===== config.mk =====
export PLATFORM = sky130hd
export DESIGN_NAME = spi_pin_arbiter
export DESIGN_NICKNAME = d
export VERILOG_FILES = /design/src/rtl/spi_arb_pkg.sv /design/src/rtl/arb_pinmux.sv /design/src/rtl/arb_grant.sv /design/src/rtl/arb_flupd.sv /design/src/rtl/spi_pin_arbiter.sv
export SDC_FILE = /design/constraint.sdc
export NUM_CORES = 1
export LEC_CHECK = 0
export ABC_AREA = 1
export BUFFER_PORTS_ARGS = -buffer_cell sky130_fd_sc_hd__buf_4
export CORE_UTILIZATION = 52
export CTS_CLUSTER_SIZE = 8
export DETAILED_ROUTE_END_ITERATION = 8
export PLACE_DENSITY = 0.87
export SLEW_MARGIN = 5
export SYNTH_ARGS = -nofsm -noshare
export SYNTH_HDL_FRONTEND = slang
export SYNTH_SLANG_ARGS = --single-unit
export TNS_END_PERCENT = 30

===== constraint.sdc =====
create_clock -name clk -period 1.74 [get_ports clk]
set_input_delay 0.348 -clock clk [delete_from_list [all_inputs] [get_ports clk]]
set_output_delay 0.348 -clock clk [all_outputs]
set_load 0.005 [all_outputs]

===== src/rtl/spi_arb_pkg.sv =====
package spi_arb_pkg;
  localparam int B_SCK   = 0;
  localparam int B_CS    = 1;
  localparam int B_SI    = 2;
  localparam int B_SO    = 3;
  localparam int B_REQ   = 6;
  localparam int B_GNT   = 7;
  localparam int B_PRES  = 8;
  localparam int B_SIZE  = 11;
  localparam int W_SIZE  = 4;
  localparam int B_FLGO  = 23;
  localparam int B_FLDN  = 26;

  typedef struct packed {
    logic si;
    logic cs;
    logic sck;
  } pins_t;

  localparam pins_t PINS_RST = '{si: 1'b0, cs: 1'b1, sck: 1'b0};
endpackage


===== src/rtl/arb_pinmux.sv =====
module arb_pinmux
  import spi_arb_pkg::*;
(
  input  logic  clk,
  input  logic  rst,
  input  logic  wr_en,
  input  pins_t wr_pins,
  input  logic  gnt_nx,
  input  pins_t eng_pins,
  output pins_t sw_pins,
  output pins_t pin_out,
  output logic  pin_chg
);
  pins_t sw_nx;

  assign pin_chg = wr_en && (wr_pins != sw_pins);
  assign sw_nx   = wr_en ? wr_pins : sw_pins;

  always_ff @(posedge clk) begin
    if (rst) begin
      sw_pins <= PINS_RST;
      pin_out <= PINS_RST;
    end else begin
      sw_pins <= sw_nx;
      pin_out <= gnt_nx ? sw_nx : eng_pins;
    end
  end
endmodule


===== src/rtl/arb_grant.sv =====
module arb_grant #(
  parameter int TIMEOUT_CYC = 200_000_000,
  localparam int CW = $clog2(TIMEOUT_CYC + 1)
) (
  input  logic clk,
  input  logic rst,
  input  logic wr_en,
  input  logic wr_req,
  input  logic pin_chg,
  input  logic eng_busy,
  output logic req_q,
  output logic gnt_q,
  output logic gnt_nx
);
  localparam logic [CW-1:0] LAST = CW'(TIMEOUT_CYC - 1);

  logic [CW-1:0] idle_cnt;
  logic          expire;
  logic          req_nx;

  assign expire = gnt_q && !pin_chg && (idle_cnt == LAST);
  assign req_nx = expire ? 1'b0 : (wr_en ? wr_req : req_q);
  assign gnt_nx = req_nx && (gnt_q || !eng_busy);

  always_ff @(posedge clk) begin
    if (rst) begin
      req_q    <= 1'b0;
      gnt_q    <= 1'b0;
      idle_cnt <= '0;
    end else begin
      req_q <= req_nx;
      gnt_q <= gnt_nx;
      if (!gnt_q || pin_chg) idle_cnt <= '0;
      else if (!expire)      idle_cnt <= idle_cnt + 1'b1;
      else                   idle_cnt <= '0;
    end
  end

  a_r3_gnt_needs_req: assert property (@(posedge clk) disable iff (rst)
    gnt_q |-> req_q);
  a_r4_gnt_when_idle: assert property (@(posedge clk) disable iff (rst)
    $rose(gnt_q) |-> $past(!eng_busy));
  a_r7_timeout_drops: assert property (@(posedge clk) disable iff (rst)
    (gnt_q && !pin_chg && idle_cnt == LAST) |=> (!req_q && !gnt_q));
endmodule


===== src/rtl/arb_flupd.sv =====
module arb_flupd #(
  parameter int FLUPD_CYC = 1000,
  localparam int CW = $clog2(FLUPD_CYC + 1)
) (
  input  logic clk,
  input  logic rst,
  input  logic start,
  output logic busy_q,
  output logic done_q
);
  localparam logic [CW-1:0] LAST = CW'(FLUPD_CYC - 1);

  logic [CW-1:0] cnt;

  always_ff @(posedge clk) begin
    if (rst) begin
      busy_q <= 1'b0;
      done_q <= 1'b0;
      cnt    <= '0;
    end else if (!busy_q) begin
      if (start) begin
        busy_q <= 1'b1;
        done_q <= 1'b0;
        cnt    <= '0;
      end
    end else if (cnt == LAST) begin
      busy_q <= 1'b0;
      done_q <= 1'b1;
      cnt    <= '0;
    end else begin
      cnt <= cnt + 1'b1;
    end
  end

  a_r8_done_excl_busy: assert property (@(posedge clk) disable iff (rst)
    done_q |-> !busy_q);
  a_r8_done_after_busy: assert property (@(posedge clk) disable iff (rst)
    $rose(done_q) |-> $past(busy_q));
  a_r9_start_clears_done: assert property (@(posedge clk) disable iff (rst)
    $rose(busy_q) |-> !done_q);
endmodule


===== src/rtl/spi_pin_arbiter.sv =====
module spi_pin_arbiter
  import spi_arb_pkg::*;
#(
  parameter int TIMEOUT_CYC = 200_000_000,
  parameter int FLUPD_CYC   = 1000
) (
  input  logic        clk,
  input  logic        rst,
  input  logic        wr_en,
  input  logic [31:0] wr_data,
  output logic [31:0] rd_data,
  input  logic        ee_present,
  input  logic [3:0]  ee_size_code,
  input  logic        eng_busy,
  input  logic        eng_sck,
  input  logic        eng_cs,
  input  logic        eng_si,
  output logic        spi_sck,
  output logic        spi_cs,
  output logic        spi_si,
  input  logic        spi_so
);
  pins_t wr_pins, eng_pins, sw_pins, pin_out;
  logic  pin_chg, req_q, gnt_q, gnt_nx, so_q, fl_busy, fl_done;

  assign wr_pins  = '{si: wr_data[B_SI], cs: wr_data[B_CS], sck: wr_data[B_SCK]};
  assign eng_pins = '{si: eng_si, cs: eng_cs, sck: eng_sck};

  arb_pinmux u_mux (
    .clk(clk), .rst(rst), .wr_en(wr_en), .wr_pins(wr_pins),
    .gnt_nx(gnt_nx), .eng_pins(eng_pins), .sw_pins(sw_pins),
    .pin_out(pin_out), .pin_chg(pin_chg)
  );

  arb_grant #(.TIMEOUT_CYC(TIMEOUT_CYC)) u_gnt (
    .clk(clk), .rst(rst), .wr_en(wr_en), .wr_req(wr_data[B_REQ]),
    .pin_chg(pin_chg), .eng_busy(eng_busy),
    .req_q(req_q), .gnt_q(gnt_q), .gnt_nx(gnt_nx)
  );

  arb_flupd #(.FLUPD_CYC(FLUPD_CYC)) u_upd (
    .clk(clk), .rst(rst), .start(wr_en && wr_data[B_FLGO]),
    .busy_q(fl_busy), .done_q(fl_done)
  );

  always_ff @(posedge clk) begin
    if (rst) so_q <= 1'b0;
    else     so_q <= spi_so;
  end

  assign spi_sck = pin_out.sck;
  assign spi_cs  = pin_out.cs;
  assign spi_si  = pin_out.si;

  always_comb begin
    rd_data                       = '0;
    rd_data[B_SCK]                = sw_pins.sck;
    rd_data[B_CS]                 = sw_pins.cs;
    rd_data[B_SI]                 = sw_pins.si;
    rd_data[B_SO]                 = so_q;
    rd_data[B_REQ]                = req_q;
    rd_data[B_GNT]                = gnt_q;
    rd_data[B_PRES]               = ee_present;
    rd_data[B_SIZE +: W_SIZE]     = ee_size_code;
    rd_data[B_FLGO]               = fl_busy;
    rd_data[B_FLDN]               = fl_done;
  end

  // with no grant, the pins carry the engine levels of the previous edge
  a_r5_engine_owns_pins: assert property (@(posedge clk) disable iff (rst)
    (!gnt_q && $past(!rst)) |->
      (spi_sck == $past(eng_sck) && spi_cs == $past(eng_cs) && spi_si == $past(eng_si)));
  a_r6_sw_owns_pins: assert property (@(posedge clk) disable iff (rst)
    gnt_q |-> (pin_out == sw_pins));
endmodule


# Word level (Yosys, flattened, before mapping)
# Index checks and enable logic that the tools add are counted.
# classes
addsub	2
n_eq_ne	4
muxes	13
reduce_logical	13
# ops
cell	count
2-to-1 mux 10 bit	3
adder 28 x 1 -> 28 bit, second input constant	1
== test 28 bit, second input constant	1
adder 10 x 1 -> 10 bit, second input constant	1
== test 10 bit, second input constant	1
2-to-1 mux 1 bit	8
2-to-1 mux 3 bit	2
logical AND 1 bit	5
zero test 1 bit	3
!= test 3 bit	1
OR reduction 3 bit	1
logical OR 1 bit	2
!= test 2 bit, second input constant	1
AND reduction 2 bit	1
nonzero test 2 bit	1
# word_totals
regBits	49
inputBits	45
output_inout_bits	35
elab_cells	45

# Logic depth before layout (Yosys ltp)
# depth
depth_word	8
depth_mapped	12

# Modules after synthesis
# A second synthesis with hierarchy kept.
# unflattened
cells_unflattened	446
area_unflattened_um2	2954.1
# by_module_without_submodules
module	n_inst	cells_per_inst	area_per_inst_um2
arb_grant	1	262	1702.9
arb_flupd	1	106	711.9
arb_pinmux	1	43	280.3
spi_pin_arbiter	1	35	259.0

# Worst setup path after synthesis
# No wires, ideal clock.
# synth_timing
path_type	register to register
start	reg u_gnt.idle_cnt[0]
end	reg u_gnt.idle_cnt[23]
arrival_time_ns	1.445
required_ns	1.626
setup_slack_ns	0.181
path_stages_with_launch	12
path_buffers	1
synth_period_minus_slack_ns	1.559
cell_sequence	dfxtp_1 -> ha_1 -> nand2_1 -> inv_2 -> nand2_4 -> nor2_4 -> nand2_1 -> nor2_1 -> nand2_2 -> nand3_4 -> buf_6 -> nor2_1
# synth_between
elab_chain_cells	3
elab_cells_between_ends	4
classes_between	add/sub (1); eq/ne (1); reduce/logical (2)
# synth_lines
item	line_no	source
start: declaration	arb_grant.sv:17	logic [CW-1:0] idle_cnt;
start signal: assignment	arb_grant.sv:34	else if (!expire) idle_cnt <= idle_cnt + 1'b1;
parallel branches: the longest is 3 deep, another holds adder 28 x 1 -> 28 bit	--	
# Parallel ways; which one is timed is not known.
# A chain may end at the register's enable or synchronous reset.

# Worst setup path in the final report
# layout_timing
start	reg, netlist name u_mux.sw_pins[1]
end	reg u_gnt.idle_cnt[10]
# layout_between
elab_chain_cells	6
elab_cells_between_ends	7
classes_between	eq/ne (1); reduce/logical (6)
# layout_lines
item	line_no	source
!= test 3 bit *	arb_pinmux.sv:16	assign pin_chg = wr_en && (wr_pins != sw_pins);
logical AND 1 bit *	arb_pinmux.sv:16	
zero test 1 bit	arb_grant.sv:21	assign expire = gnt_q && !pin_chg && (idle_cnt == LAST);
logical AND 1 bit (2 in a row)	arb_grant.sv:21	
OR reduction 3 bit (no source line) *	--	
# Mark *: on every way between the ends. The rest lies on a longest branch, timed or not.

==> results.txt <==
The post-layout instance area came out at 3020 um2. The routed wire length per instance is 12.4 um. After global routing the overflow that remains totals 0.

The total power came out at 1.97 mW. The analysis attributes to net switching a power of 0.488 mW. Input and output buffers added on the ports amount to 23. The total placed instance area came out at 2810 um2. The register area share after synthesis came out at 0.363. The overall via count from detail_route came out at 2567. For this design the static power due to leakage is 1.11 nW. The via count normalized by instance count came out at 5.23.

The die outline height came out at 74.1 um. The synthesis warning total came out at 0. The clock input transition at the sequential cells of the worst setup and hold paths came out at 0.09 ns.

The floorplan core area is 4850 um2. Summed over all nets, the half-perimeter wirelength after detailed placement is 4030 um. On the critical path the largest part of the delay comes from simple AND/OR/NAND/NOR gates.

The path with the worst hold slack has its endpoint at so_q. The total of max-cap violations is 0. The detailed router finished its first iteration with 216 violations.

The classification of the worst setup path is reg2reg. The hold path startpoint is spi_so. The worst-case IR drop observed on VDD is 0.592 mV. The path class of the tightest hold or removal check is in2reg.

The clock drives 49 sinks. The achievable clock frequency is 612 MHz. Of the post-synthesis cell area, the dominant cell type holds 0.363.

In this run the deepest clock path goes through 2 buffers. The via count of the first global-routing pass is 2261. Yosys attributes the largest share of cell area to sky130_fd_sc_hd__dfxtp_1 36%, sky130_fd_sc_hd__nand2_1 13%, sky130_fd_sc_hd__buf_4 8.1%, sky130_fd_sc_hd__nor2_1 8.1%, sky130_fd_sc_hd__inv_1 6.7%. The count of mapped cells out of synthesis came out at 399. The number of detailed-routing iterations run before antenna repair is 5. In this run, synthesis inferred 0 flip-flops with an integrated enable.

The synthesized cell area is 2700 um2. The portion of the clock cycle consumed by the worst path in the final layout is 0.940. The share of cells above drive strength 1 is 0.144. The floorplan die width came out at 74.1 um. The clock buffer count from CTS is 5. The remaining antenna violation count is 0. The required time of the worst setup path is 1.93 ns. The starting density of the core is 0.557. The worst register-to-register path ends at u_gnt.idle_cnt[10]. 80 I/O pins were placed. Counting both buffers and inverters, the worst setup path holds a total of 1.

The total routing resource utilization after global routing came out at 0.216. The worst setup slack after layout is 0.105 ns. The pin count of the biggest net entering global routing came out at 29. The number of cells on the worst reg-to-reg path is 8.

The first global-routing pass estimated 9160 um of wire. The number of setup violations in the final report came out at 0. By instance count, the cell type seen most on the critical path is sky130_fd_sc_hd__nand2_1.

The worst setup path is captured at a register. The remaining design rule violation count is 0. Of the total power, the share spent switching nets is 0.248.

sky130_fd_sc_hd__dfxtp_1 takes more of the synthesized area than any other cell. The synthesized area divided by synthesized cell count is 6.77 um2. Clock skew on the completed layout was measured at 0.00629 ns.

The worst-case register-to-register setup slack came out at 0.11 ns. TritonCTS built the clock tree. The final weighted congestion in routability-driven placement came out at 0.961. The kind of start point of the critical path is a register. The internal portion of the total power is 1.48 mW.

After floorplanning, the core was divided into 25 placement rows. The largest incremental delay on the critical path came out at 0.40 ns. The non-filler instance count after layout is 491. The shortest clock period the worst path allows after layout is 1.63 ns.

Timing analysis after detailed placement gives a worst setup slack of 0.0371 ns. The final core utilization came out at 0.623. The share of async-settable or async-resettable flops after synthesis came out at 0.

Walking the worst path, the cells encountered are inv_1, nand2_1, nand2_1, nand3_1, a21oi_4, nand2_2, nand3_4, a21oi_1. Of the total power, registers draw 0.584. The combinational fraction of design power came out at 0.079. In this run the power density over the cells is 653 nW/um2. The number of placed cells counting well taps is 479.

The repair_antennas step left the layout with diodes totalling 0. The number of stages on the worst hold path is 3. The number of pins exceeding their max-slew limit in the final report was 0.

The power share of the clock group is 0.337. The level count of the clock H-tree came out at 2. The startpoint identified for the worst register-to-register timing path is u_mux.sw_pins[1]. Setup repair after global routing could not meet its margin everywhere. The number of nets in the finished design is 470. The run finished with clean final reports. On the critical path, the stage with the largest delay is an instance of sky130_fd_sc_hd__a21oi_4.

Along the worst path, the maximum fanout reaches 7. The number of unique standard cell types used by synthesis is 31. The synthesized flop and latch total came out at 49.

For this run, the leading register cell type out of synthesis is sky130_fd_sc_hd__dfxtp_1. The layout-stage area growth over the synthesis result came out at 11.9%. Data on the critical path arrives at its endpoint at 1.82 ns.

Clock tree synthesis selected as its root buffer the cell sky130_fd_sc_hd__clkbuf_8. The total die area is 5480 um2. The total count of hold-check failures in the final report is 0. The final wirelength came out at 6070 um.

The source-to-sink clock delay at the later pin of the worst-skew pair is 0.30 ns. The number of antenna violations at the first check in global routing is 0.
-- synth_stat cells, types with 2 or more instances --
master	number
sky130_fd_sc_hd__nand2_1	94
sky130_fd_sc_hd__buf_4	29
sky130_fd_sc_hd__xnor2_1	3
sky130_fd_sc_hd__dfxtp_1	49
sky130_fd_sc_hd__or2_2	3
sky130_fd_sc_hd__nor3_1	17
sky130_fd_sc_hd__or2_0	2
sky130_fd_sc_hd__xor2_1	10
sky130_fd_sc_hd__buf_6	2
sky130_fd_sc_hd__nand4_1	12
sky130_fd_sc_hd__ha_1	2
sky130_fd_sc_hd__a21oi_1	21
sky130_fd_sc_hd__inv_1	48
sky130_fd_sc_hd__clkbuf_1	2
sky130_fd_sc_hd__o21ai_0	12
sky130_fd_sc_hd__nand3_1	21
sky130_fd_sc_hd__nor2_1	58
-- area by class of cell --
cell class | instances | area (um2)
clock inverter | 3 | 17.5
fill | 437 | 1830
inverter | 50 | 188
multi-input combinational | 289 | 1470
tap | 67 | 83.8
timing repair buffer | 28 | 210
sequential | 49 | 983
clock buffer | 5 | 68.8
-- cell families (layout without fill, tap and decap cells) --
group | after synthesis | after routing | synth area share
adders and majority gates | 2 | 2 | 0.00927
DFF | 49 | 49 | 0.363
xor gates and xnor gates | 13 | 13 | 0.0422
AOI/OAI and AO/OA | 37 | 37 | 0.0737
buffers and inverters | 83 | 86 | 0.161
muxes | 1 | 1 | 0.00417
and+or+nand+nor | 213 | 217 | 0.345
other | 1 | 19 | 0.00139
-- registers in the layout (all words and copies together), names as in the netlist --
register	flops
u_gnt.idle_cnt	28
u_upd.cnt	10
u_mux.pin_out	3
u_mux.sw_pins	3
so_q	1
u_gnt.gnt_q	1
u_gnt.req_q	1
u_upd.busy_q	1
u_upd.done_q	1
-- per-stage QoR --
step	hold WS [ns]	TNS [ns]
after floorplan	0.417	0
after detailed placement	0.452	0
final	0.239	0
after global routing	0.250	-0.00143
after CTS	0.234	0
after global placement	0.450	0
-- per-layer routing --
layer  global-route usage  part of all wire  up-vias
met4                0.118             0.026        0
met5                    0                 0        -
met1                0.261              0.42     1157
met2                0.360              0.49      124
met3               0.0434             0.064       20
li1                     -                 -     1266
-- layout by cell type (no fill, tap or decap), types with 3 or more instances in the layout --
master,n
sky130_fd_sc_hd__nand3_1,20
sky130_fd_sc_hd__dfxtp_1,47
sky130_fd_sc_hd__nand2_1,93
sky130_fd_sc_hd__nand3_4,5
sky130_fd_sc_hd__clkbuf_8,5
sky130_fd_sc_hd__xor2_1,10
sky130_fd_sc_hd__inv_1,48
sky130_fd_sc_hd__nor3_1,15
sky130_fd_sc_hd__nor2_4,3
sky130_fd_sc_hd__nor2_1,55
sky130_fd_sc_hd__a21oi_1,20
sky130_fd_sc_hd__nor3_2,3
sky130_fd_sc_hd__conb_1,19
sky130_fd_sc_hd__xnor2_1,3
sky130_fd_sc_hd__or2_2,3
sky130_fd_sc_hd__nand4_1,12
sky130_fd_sc_hd__o21ai_0,12
sky130_fd_sc_hd__buf_4,28
-- power groups by stage --
stage,logic (mW),clock network [mW],registers (mW)
6_report,0.156,0.664,1.15
5_1_grt,0.179,0.723,1.15
4_1_cts,0.141,0.679,1.15
3_5_place_dp,0.140,0,1.18
3_3_place_gp,0.137,0,1.18
2_1_floorplan,0.125,0,1.18
-- tightest hold or removal path, cell delays in order --
cell and delay [ns]:
sky130_fd_sc_hd__buf_4 0.07, sky130_fd_sc_hd__inv_1 0.03, sky130_fd_sc_hd__nor2_1 0.06
-- how the worst max path moves through the flow --
stage                    endpoint              start  slack (ns)  cells after the start
2_1_floorplan  u_gnt.idle_cnt[23]  u_gnt.idle_cnt[0]        0.18                     11
3_3_place_gp   u_gnt.idle_cnt[14]  u_gnt.idle_cnt[1]        0.06                     10
3_5_place_dp   u_gnt.idle_cnt[14]  u_gnt.idle_cnt[1]        0.04                     10
4_1_cts        u_gnt.idle_cnt[14]  u_gnt.idle_cnt[1]        0.01                     10
5_1_grt        u_gnt.idle_cnt[24]  u_gnt.idle_cnt[1]      -0.001                     11
6_report       u_gnt.idle_cnt[10]   u_mux.sw_pins[1]        0.11                      8
-- repair_timing --
action,CTS,global route
endpoints found under the setup margin,0,31
resized for setup,0,18
hold buffers,0,0
setup buffers,0,0
(Power assumes the default switching activity.)
